`config.mk`:
```
export PLATFORM = sky130hd
export DESIGN_NAME = frame_desc_fetcher
export DESIGN_NICKNAME = d
export VERILOG_FILES = /design/src/rtl/fdf_pkg.sv /design/src/rtl/fdf_fifo.sv /design/src/rtl/fdf_engine.sv /design/src/rtl/fdf_regs.sv /design/src/rtl/frame_desc_fetcher.sv
export SDC_FILE = /design/constraint.sdc
export NUM_CORES = 2
export LEC_CHECK = 0
export ABC_CLOCK_PERIOD_IN_PS = 4420
export BUFFER_PORTS_ARGS = -buffer_cell sky130_fd_sc_hd__buf_4
export CORE_MARGIN = 5
export CORE_UTILIZATION = 35
export DETAILED_ROUTE_END_ITERATION = 8
export GPL_TIMING_DRIVEN = 1
export PLACE_DENSITY = 0.49
export SLEW_MARGIN = 20
export SYNTH_ARGS = -nofsm -noshare
export SYNTH_HDL_FRONTEND = slang
export SYNTH_SLANG_ARGS = --single-unit
```
`constraint.sdc`:
```
create_clock -name clk -period 4.42 [get_ports clk]
set_input_delay 1.326 -clock clk [delete_from_list [all_inputs] [get_ports clk]]
set_output_delay 1.326 -clock clk [all_outputs]
set_load 0.005 [all_outputs]
```
`src/rtl/fdf_pkg.sv`:
```
`timescale 1ns/1ps
package fdf_pkg;

    localparam int MAX_BURST = 16;
    localparam int BLEN_W    = $clog2(MAX_BURST + 1);

    // control register bit positions
    localparam int CTL_RUN    = 0;
    localparam int CTL_UNF_IE = 11;
    localparam int CTL_SOF_IE = 12;
    localparam int CTL_EOF_IE = 13;
    localparam int CTL_BSZ_LO = 28;
    localparam logic [31:0] CTL_MASK = 32'h3000_3801;

    // command word flags
    localparam int CMD_SOF = 31;
    localparam int CMD_EOF = 30;
    localparam int CMD_PAL = 28;

    // status bits
    localparam int STS_SOF = 0;
    localparam int STS_EOF = 1;
    localparam int STS_UNF = 2;

    // register indices
    localparam logic [2:0] RX_CTRL = 3'd0;
    localparam logic [2:0] RX_PTR  = 3'd1;
    localparam logic [2:0] RX_STS  = 3'd2;
    localparam logic [2:0] RX_SBUF = 3'd3;
    localparam logic [2:0] RX_STAG = 3'd4;
    localparam logic [2:0] RX_SCMD = 3'd5;

    typedef enum logic [2:0] {
        ST_IDLE,
        ST_DREQ,
        ST_DBEAT,
        ST_FREQ,
        ST_FBEAT
    } fdf_state_e;

    function automatic logic [BLEN_W-1:0] burst_words(input logic [1:0] sel);
        case (sel)
            2'd0:    return BLEN_W'(4);
            2'd1:    return BLEN_W'(8);
            default: return BLEN_W'(16);
        endcase
    endfunction

endpackage

```
`src/rtl/fdf_fifo.sv`:
```
`timescale 1ns/1ps
module fdf_fifo #(
    parameter int W     = 33,
    parameter int DEPTH = 32
) (
    input  logic                         clk,
    input  logic                         rst_n,
    input  logic                         push,
    input  logic [W-1:0]                 wdata,
    input  logic                         pop,
    output logic [W-1:0]                 rdata,
    output logic                         empty,
    output logic                         full,
    output logic [$clog2(DEPTH+1)-1:0]   count
);
    localparam int PW = $clog2(DEPTH);
    localparam int CW = $clog2(DEPTH + 1);

    typedef struct packed {
        logic [PW-1:0] wp;
        logic [PW-1:0] rp;
        logic [CW-1:0] cnt;
    } fifo_t;

    fifo_t q, d;
    logic [W-1:0] store_q [DEPTH];

    function automatic logic [PW-1:0] step(input logic [PW-1:0] p);
        return (p == PW'(DEPTH - 1)) ? '0 : p + PW'(1);
    endfunction

    always_comb begin
        d = q;
        if (push) d.wp = step(q.wp);
        if (pop)  d.rp = step(q.rp);
        d.cnt = q.cnt + CW'(push) - CW'(pop);
    end

    always_ff @(posedge clk) begin
        if (!rst_n) q <= '0;
        else        q <= d;
    end

    always_ff @(posedge clk) begin
        if (push) store_q[q.wp] <= wdata;
    end

    assign rdata = store_q[q.rp];
    assign empty = (q.cnt == '0);
    assign full  = (q.cnt == CW'(DEPTH));
    assign count = q.cnt;

    p_no_overflow_r12: assert property (@(posedge clk) disable iff (!rst_n)
        push |-> !full)
        else $error("fifo written while full");

    p_no_underflow_r12: assert property (@(posedge clk) disable iff (!rst_n)
        pop |-> !empty)
        else $error("fifo read while empty");

endmodule

```
`src/rtl/fdf_engine.sv`:
```
`timescale 1ns/1ps
module fdf_engine
    import fdf_pkg::*;
#(
    parameter int LEN_W      = 24,
    parameter int FIFO_DEPTH = 32
) (
    input  logic                               clk,
    input  logic                               rst_n,
    input  logic                               run,
    input  logic [1:0]                         burst_sel,
    input  logic [31:0]                        desc_ptr,
    input  logic [$clog2(FIFO_DEPTH+1)-1:0]    fifo_cnt,
    output logic                               mem_req,
    output logic [31:0]                        mem_addr,
    output logic [BLEN_W-1:0]                  mem_len,
    input  logic                               mem_gnt,
    input  logic                               mem_rvalid,
    input  logic [31:0]                        mem_rdata,
    output logic                               push,
    output logic                               push_pal,
    output logic                               sof_evt,
    output logic                               eof_evt,
    output logic                               frame_active,
    output logic [31:0]                        sh_buf,
    output logic [31:0]                        sh_tag,
    output logic [31:0]                        sh_cmd
);
    localparam int CW = $clog2(FIFO_DEPTH + 1);

    typedef struct packed {
        fdf_state_e        st;
        logic [31:0]       desc;
        logic [31:0]       link;
        logic [31:0]       buf_a;
        logic [31:0]       tag_t;
        logic [31:0]       sh_buf;
        logic [31:0]       sh_tag;
        logic [31:0]       sh_cmd;
        logic [LEN_W-1:0]  remain;
        logic [BLEN_W-1:0] blen;
        logic [BLEN_W-1:0] left;
        logic [1:0]        idx;
        logic              pal;
        logic              eof_f;
    } eng_t;

    eng_t q, d;
    logic [BLEN_W-1:0] bw;
    logic [CW-1:0]     room;
    logic [LEN_W-1:0]  cmd_len;

    function automatic logic [BLEN_W-1:0] clip(input logic [LEN_W-1:0] rem,
                                               input logic [BLEN_W-1:0] b);
        return (rem < LEN_W'(b)) ? rem[BLEN_W-1:0] : b;
    endfunction

    assign bw      = burst_words(burst_sel);
    assign room    = CW'(FIFO_DEPTH) - fifo_cnt;
    assign cmd_len = mem_rdata[LEN_W-1:0];

    always_comb begin
        d        = q;
        mem_req  = 1'b0;
        mem_addr = q.desc;
        mem_len  = BLEN_W'(4);
        push     = 1'b0;
        sof_evt  = 1'b0;
        eof_evt  = 1'b0;
        case (q.st)
            ST_IDLE: begin
                if (run) begin
                    d.desc = {desc_ptr[31:2], 2'b00};
                    d.st   = ST_DREQ;
                end
            end
            ST_DREQ: begin
                mem_req = 1'b1;
                if (mem_gnt) begin
                    d.idx = 2'd0;
                    d.st  = ST_DBEAT;
                end
            end
            ST_DBEAT: begin
                if (mem_rvalid) begin
                    d.idx = q.idx + 2'd1;
                    case (q.idx)
                        2'd0: d.link  = {mem_rdata[31:2], 2'b00};
                        2'd1: d.buf_a = {mem_rdata[31:2], 2'b00};
                        2'd2: d.tag_t = mem_rdata;
                        default: begin
                            d.sh_buf = q.buf_a;
                            d.sh_tag = q.tag_t;
                            d.sh_cmd = mem_rdata;
                            d.remain = cmd_len;
                            d.pal    = mem_rdata[CMD_PAL];
                            d.eof_f  = mem_rdata[CMD_EOF];
                            sof_evt  = mem_rdata[CMD_SOF];
                            if (cmd_len == '0) begin
                                eof_evt = mem_rdata[CMD_EOF];
                                d.desc  = q.link;
                                d.st    = run ? ST_DREQ : ST_IDLE;
                            end else begin
                                d.blen = clip(cmd_len, bw);
                                d.st   = ST_FREQ;
                            end
                        end
                    endcase
                end
            end
            ST_FREQ: begin
                mem_addr = q.buf_a;
                mem_len  = q.blen;
                mem_req  = (room >= CW'(q.blen));
                if (mem_req && mem_gnt) begin
                    d.left = q.blen;
                    d.st   = ST_FBEAT;
                end
            end
            ST_FBEAT: begin
                if (mem_rvalid) begin
                    push     = 1'b1;
                    d.buf_a  = q.buf_a + 32'd4;
                    d.remain = q.remain - LEN_W'(1);
                    d.left   = q.left - BLEN_W'(1);
                    if (q.left == BLEN_W'(1)) begin
                        if (q.remain == LEN_W'(1)) begin
                            eof_evt = q.eof_f;
                            d.desc  = q.link;
                            d.st    = run ? ST_DREQ : ST_IDLE;
                        end else if (run) begin
                            d.blen = clip(q.remain - LEN_W'(1), bw);
                            d.st   = ST_FREQ;
                        end else begin
                            d.st = ST_IDLE;
                        end
                    end
                end
            end
            default: d.st = ST_IDLE;
        endcase
    end

    always_ff @(posedge clk) begin
        if (!rst_n) begin
            q    <= '0;
            q.st <= ST_IDLE;
        end else begin
            q <= d;
        end
    end

    assign push_pal     = q.pal;
    assign frame_active = (q.st == ST_FREQ) || (q.st == ST_FBEAT);
    assign sh_buf       = q.sh_buf;
    assign sh_tag       = q.sh_tag;
    assign sh_cmd       = q.sh_cmd;

    p_req_hold_r5: assert property (@(posedge clk) disable iff (!rst_n)
        (mem_req && !mem_gnt) |=> (mem_req && $stable(mem_addr) && $stable(mem_len)))
        else $error("request dropped or changed before grant");

    p_len_bound_r6: assert property (@(posedge clk) disable iff (!rst_n)
        (mem_req && q.st == ST_FREQ) |->
            (mem_len != '0 && LEN_W'(mem_len) <= q.remain && mem_len <= BLEN_W'(MAX_BURST)))
        else $error("data burst exceeds remaining words");

endmodule

```
`src/rtl/fdf_regs.sv`:
```
`timescale 1ns/1ps
module fdf_regs
    import fdf_pkg::*;
(
    input  logic        clk,
    input  logic        rst_n,
    input  logic        reg_wr,
    input  logic [2:0]  reg_addr,
    input  logic [31:0] reg_wdata,
    output logic [31:0] reg_rdata,
    input  logic [31:0] sh_buf,
    input  logic [31:0] sh_tag,
    input  logic [31:0] sh_cmd,
    input  logic        sof_evt,
    input  logic        eof_evt,
    input  logic        unf_evt,
    output logic        run,
    output logic [1:0]  burst_sel,
    output logic [31:0] desc_ptr,
    output logic        irq
);
    typedef struct packed {
        logic [31:0] ctrl;
        logic [31:0] ptr;
        logic [2:0]  sts;
    } regs_t;

    regs_t q, d;
    logic [2:0] set_v;
    logic [2:0] clr_v;

    always_comb begin
        d     = q;
        clr_v = 3'b000;
        set_v[STS_SOF] = sof_evt & q.ctrl[CTL_SOF_IE];
        set_v[STS_EOF] = eof_evt & q.ctrl[CTL_EOF_IE];
        set_v[STS_UNF] = unf_evt & q.ctrl[CTL_UNF_IE];
        if (reg_wr) begin
            case (reg_addr)
                RX_CTRL: d.ctrl = reg_wdata & CTL_MASK;
                RX_PTR:  d.ptr  = {reg_wdata[31:2], 2'b00};
                RX_STS:  clr_v  = reg_wdata[2:0];
                default: ;
            endcase
        end
        d.sts = (q.sts & ~clr_v) | set_v;
    end

    always_ff @(posedge clk) begin
        if (!rst_n) q <= '0;
        else        q <= d;
    end

    always_comb begin
        case (reg_addr)
            RX_CTRL: reg_rdata = q.ctrl;
            RX_PTR:  reg_rdata = q.ptr;
            RX_STS:  reg_rdata = {29'd0, q.sts};
            RX_SBUF: reg_rdata = sh_buf;
            RX_STAG: reg_rdata = sh_tag;
            RX_SCMD: reg_rdata = sh_cmd;
            default: reg_rdata = 32'd0;
        endcase
    end

    assign run       = q.ctrl[CTL_RUN];
    assign burst_sel = q.ctrl[CTL_BSZ_LO+1:CTL_BSZ_LO];
    assign desc_ptr  = q.ptr;
    assign irq       = |q.sts;

    p_sof_gate_r7: assert property (@(posedge clk) disable iff (!rst_n)
        (q.sts[STS_SOF] && !$past(q.sts[STS_SOF])) |-> $past(q.ctrl[CTL_SOF_IE]))
        else $error("start-of-frame status set while disabled");

    p_eof_gate_r7: assert property (@(posedge clk) disable iff (!rst_n)
        (q.sts[STS_EOF] && !$past(q.sts[STS_EOF])) |-> $past(q.ctrl[CTL_EOF_IE]))
        else $error("end-of-frame status set while disabled");

    p_unf_gate_r8: assert property (@(posedge clk) disable iff (!rst_n)
        (q.sts[STS_UNF] && !$past(q.sts[STS_UNF])) |-> $past(q.ctrl[CTL_UNF_IE]))
        else $error("underrun status set while disabled");

    p_w1c_r9: assert property (@(posedge clk) disable iff (!rst_n)
        (reg_wr && reg_addr == RX_STS && reg_wdata[STS_EOF] && !eof_evt) |=> !q.sts[STS_EOF])
        else $error("write-one clear did not clear status");

endmodule

```
`src/rtl/frame_desc_fetcher.sv`:
```
`timescale 1ns/1ps
module frame_desc_fetcher
    import fdf_pkg::*;
#(
    parameter int LEN_W      = 24,
    parameter int FIFO_DEPTH = 32
) (
    input  logic              clk,
    input  logic              rst_n,
    input  logic              reg_wr,
    input  logic [2:0]        reg_addr,
    input  logic [31:0]       reg_wdata,
    output logic [31:0]       reg_rdata,
    output logic              mem_req,
    output logic [31:0]       mem_addr,
    output logic [BLEN_W-1:0] mem_len,
    input  logic              mem_gnt,
    input  logic              mem_rvalid,
    input  logic [31:0]       mem_rdata,
    output logic              out_valid,
    output logic [31:0]       out_data,
    output logic              out_pal,
    input  logic              out_ready,
    output logic              irq
);
    localparam int CW = $clog2(FIFO_DEPTH + 1);
    localparam int FW = 33;

    logic          run;
    logic [1:0]    burst_sel;
    logic [31:0]   desc_ptr;
    logic [CW-1:0] fifo_cnt;
    logic          push, push_pal, pop;
    logic          sof_evt, eof_evt, unf_evt, frame_active;
    logic [31:0]   sh_buf, sh_tag, sh_cmd;
    logic [FW-1:0] head;
    logic          empty, full;

    fdf_regs u_regs (
        .clk       (clk),
        .rst_n     (rst_n),
        .reg_wr    (reg_wr),
        .reg_addr  (reg_addr),
        .reg_wdata (reg_wdata),
        .reg_rdata (reg_rdata),
        .sh_buf    (sh_buf),
        .sh_tag    (sh_tag),
        .sh_cmd    (sh_cmd),
        .sof_evt   (sof_evt),
        .eof_evt   (eof_evt),
        .unf_evt   (unf_evt),
        .run       (run),
        .burst_sel (burst_sel),
        .desc_ptr  (desc_ptr),
        .irq       (irq)
    );

    fdf_engine #(
        .LEN_W      (LEN_W),
        .FIFO_DEPTH (FIFO_DEPTH)
    ) u_engine (
        .clk          (clk),
        .rst_n        (rst_n),
        .run          (run),
        .burst_sel    (burst_sel),
        .desc_ptr     (desc_ptr),
        .fifo_cnt     (fifo_cnt),
        .mem_req      (mem_req),
        .mem_addr     (mem_addr),
        .mem_len      (mem_len),
        .mem_gnt      (mem_gnt),
        .mem_rvalid   (mem_rvalid),
        .mem_rdata    (mem_rdata),
        .push         (push),
        .push_pal     (push_pal),
        .sof_evt      (sof_evt),
        .eof_evt      (eof_evt),
        .frame_active (frame_active),
        .sh_buf       (sh_buf),
        .sh_tag       (sh_tag),
        .sh_cmd       (sh_cmd)
    );

    fdf_fifo #(
        .W     (FW),
        .DEPTH (FIFO_DEPTH)
    ) u_fifo (
        .clk   (clk),
        .rst_n (rst_n),
        .push  (push),
        .wdata ({push_pal, mem_rdata}),
        .pop   (pop),
        .rdata (head),
        .empty (empty),
        .full  (full),
        .count (fifo_cnt)
    );

    assign out_valid = !empty;
    assign out_data  = head[31:0];
    assign out_pal   = head[32];
    assign pop       = out_valid && out_ready;
    assign unf_evt   = frame_active && out_ready && empty;

endmodule

```
==> impl_metrics.sql <==
INSERT INTO impl_metrics (metric_group, metric, value, unit) VALUES
('sta', 'setup_viol', '25', ''),
('grt', 'track_usage', '20.98', '%'),
('logic_synthesis', 'asyncSetResetFlopFracSynth', '0', '%'),
('power', 'seq_power_share', '45.1', '%'),
('cells_and_area', 'syn_to_final_growth', '20.10', '%'),
('route', 'final_antenna_net_count', '0', ''),
('cells_and_area', 'finalInstanceArea', '66650', 'sq um'),
('power', 'worst_ir_drop_vdd', '381.8', 'uV'),
('placed_design', 'place.detailed.instances', '5767', ''),
('route', 'viasPerCell', '5.534', ''),
('setup_path', 'critical_path.startpoint_type', 'flip-flop', ''),
('run_status', 'violations_in_the_final_reports', 'setup timing', ''),
('die', 'design.portCount', '178', ''),
('placed_design', 'place_congestion', '0.8251', ''),
('cells_and_area', 'num-nets-final', '3997', ''),
('logic_synthesis', 'number_of_enable_type_register_cells_in_the_synthesized_netlist', '1056', ''),
('run_status', 'status', 'finished, violations left', ''),
('clock_network', 'cts_buffers', '150', ''),
('flow_run', 'max_cap_viol_count', '0', ''),
('power', 'power.net_switching', '7.981', 'mW'),
('placed_design', 'hpwlAfterDp', '107800', 'um'),
('setup_path', 'timing_worst_setup_path_type', 'reg2out', ''),
('power', 'p_int', '23.59', 'mW'),
('clock_network', 'clockRootBuffer', 'clkbuf_16', ''),
('setup_path', 'critPathSlowestCell', 'mux4_2', ''),
('cells_and_area', 'layout.cells.non_filler', '6087', ''),
('logic_synthesis', 'ys_seq_area_share', '68.50', '%'),
('clock_network', 'tritoncts_clock_tree', 'built', ''),
('logic_synthesis', 'synthesis.yosys.warnings', '0', ''),
('grt', 'antenna_found_initial', '9', ''),
('sta', 'worst-slew-pin-transition', '1.036', 'ns'),
('sta', 'finalClockSkew', '0.03728', 'ns'),
('route', 'first_pass_iters', '6', ''),
('grt', 'gr-total-overflow', '0', ''),
('power', 'comb_power_share', '16.4', '%'),
('setup_path', 'critical_path.cell_chain', 'buf_12 -> buf_16 -> buf_4 -> mux4_2 -> mux4_2 -> mux2_4 -> buf_4', ''),
('sta', 'timing.max_slew.rel_slack', '30.79', '%'),
('clock_network', 'cts.sinks', '1371', ''),
('route', 'drt_drc_violations_left', '0', ''),
('clock_network', 'cts.reportedPaths.clkPinSlew', '0.06', 'ns'),
('route', 'drt-wirelength-per-cell', '29.30', 'um'),
('cells_and_area', 'layout-drive-gt1-share', '25.86', '%'),
('clock_network', 'hold_buffers', '0', ''),
('die', 'die_height', '408.2', 'um'),
('worst_hold_path', 'worst_hold_path_type', 'reg2reg', ''),
('route', 'route.final.wire_length', '178300', 'um'),
('grt', 'grt_first_pass_wirelength', '252200', 'um'),
('die', 'start_util', '35.12', '%'),
('sta', 'crit_path_setup_slack_layout', '-0.08949', 'ns'),
('sta', 'finalCriticalPeriod', '4.509', 'ns'),
('power', 'p_leak', '21.40', 'nW'),
('clock_network', 'cts_buffer_depth', '3', ''),
('power', 'switching_share', '25.28', '%'),
('die', 'die-area', '166600', 'sq um'),
('logic_synthesis', 'synth_cell_types', '78', ''),
('grt', 'grt_pass1_vias', '33272', ''),
('logic_synthesis', 'syn_area_per_cell', '15.50', 'sq um'),
('die', 'placement_rows', '146', ''),
('logic_synthesis', 'netlist_instances', '3580', ''),
('logic_synthesis', 'ys_ff_latch', '1371', ''),
('logic_synthesis', 'synth_area', '55490', 'sq um'),
('sta', 'layout_worst_path_cycle_share', '102.0', '%'),
('setup_path', 'path_max_fanout', '7', ''),
('route', 'initialDrtViolationCount', '3478', ''),
('placed_design', 'post_dp_cell_area', '60660', 'sq um'),
('sta', 'final_max_slew_viol_count', '0', ''),
('logic_synthesis', 'ys_top_cells_by_area', 'edfxtp_1, mux4_2, dfxtp_1', ''),
('logic_synthesis', 'netlist.area_leader.share', '57.14', '%'),
('sta', 'final-hold-violation-count', '0', ''),
('setup_path', 'cpPeakStageDelay', '0.54', 'ns'),
('clock_network', 'htree_levels', '4', '');
cells by family (layout without fill, tap and decap cells):
group	Yosys count	count (layout)	share of synthesized area [%]
simple gates	922	922	7.217
xor+xnor	20	20	0.3157
buf+inv	275	708	1.905
compound gates	569	569	6.732
flops	1371	1371	68.50
fa+ha+maj	37	37	0.8477
mux	385	385	14.47
other cells	1	3	0.006757
placed cells by master, fill, tap and decap left out, drive strengths merged, types with 34 or more instances in the layout:
cell	instances
inv	43
nor2	170
a21oi	166
o21ai	66
a211oi	34
edfxtp	1056
ha	36
clkinv	58
dfxtp	315
mux4	330
a22oi	95
a21boi	117
buf	385
mux2	38
clkbuf	211
nand2	572
worst paths after layout:
| check | to | slack, ns | cells past startpoint | from |
|---|---|---|---|---|
| setup / recovery | out_data[14] | -0.09 | 7 | flip-flop |
| hold / removal | u_engine.q[136] | 0.46 | 2 | u_engine.q[136] |
| setup reg to reg | u_engine.q[9] | 1.13 | 12 | u_engine.q[14] |
| hold reg to reg | u_engine.q[136] | 0.46 | 2 | u_engine.q[136] |
final cells by class:
cell class | count | area, sq um | share of cell area [%]
Timing Repair Buffer | 393 | 4230 | 6.347
Antenna cell | 1 | 2.502 | 0.003755
Clock buffer | 205 | 4051 | 6.079
Sequential cell | 1371 | 38040 | 57.07
Inverter | 36 | 137.6 | 0.2065
Clock inverter | 74 | 739.5 | 1.109
Tap cell | 2072 | 2592 | 3.890
Multi-Input combinational cell | 1935 | 16860 | 25.29
per-stage QoR:
stage          TNS [ns]  hold slack [ns]  worst slack (ns)  utilization [%]
3_5_place_dp          0           0.4469            0.3397            38.39
3_3_place_gp     -9.456           0.4430           -0.3161            38.38
4_1_cts          -4.191           0.4550           -0.1889            42.08
6_report        -0.8873           0.4562          -0.08949            42.18
2_1_floorplan         0           0.4360            0.3797                -
5_1_grt          -3.860           0.4743           -0.1567            42.18
critical path: cells and delay by family, from the launching register on:
family	cells	cell delay, ns
buf+inv	4	0.64
flops	1	0.37
mux	3	1.38
power groups by stage:
stage               clock network [mW]  registers (mW)  logic [mW]
finish                            12.2            14.2        5.18
global placement                     0            14.5        4.47
detailed placement                   0            14.5        4.50
global route                      13.0            14.2        5.55
CTS                               12.4            14.2        5.20
floorplan                            0            14.4        2.71
flip-flops by register name (all words and copies together), names as in the netlist, named ones only:
register and count:
u_fifo.count 6, u_engine.sh_buf 30, u_regs.q 6, u_engine.sh_tag 32, u_fifo.store_q 1056, u_engine.q 161, u_engine.sh_cmd 32, u_regs.run 1
u_regs.desc_ptr 30, u_fifo.q 10, u_regs.burst_sel 2
cell usage after synthesis, drive strengths merged, types with 38 or more instances:
cell    count
dfxtp     315
nand2     572
mux2       38
o21ai      66
a22oi      95
nor2      170
edfxtp   1056
a21oi     166
clkbuf    203
mux4      330
a21boi    117
per-layer routing:
metal | global-route usage [%] | up-vias | routed length [um]
met1 | 30.26 | 17777 | 80140
met2 | 33.90 | 1230 | 84330
met3 | 3.458 | 175 | 10930
met5 | 0 | - | 0
met4 | 4.132 | 0 | 2925
li1 | - | 14503 | -
repair_timing:
action	in CTS	in global routing
pin swaps	0	0
buffers inserted	23	0
resized for setup	95	28
gates cloned	15	6
endpoints found under the hold margin	0	0
setup endpoints to repair	34	34
Power figures use the tool's default switching activity.
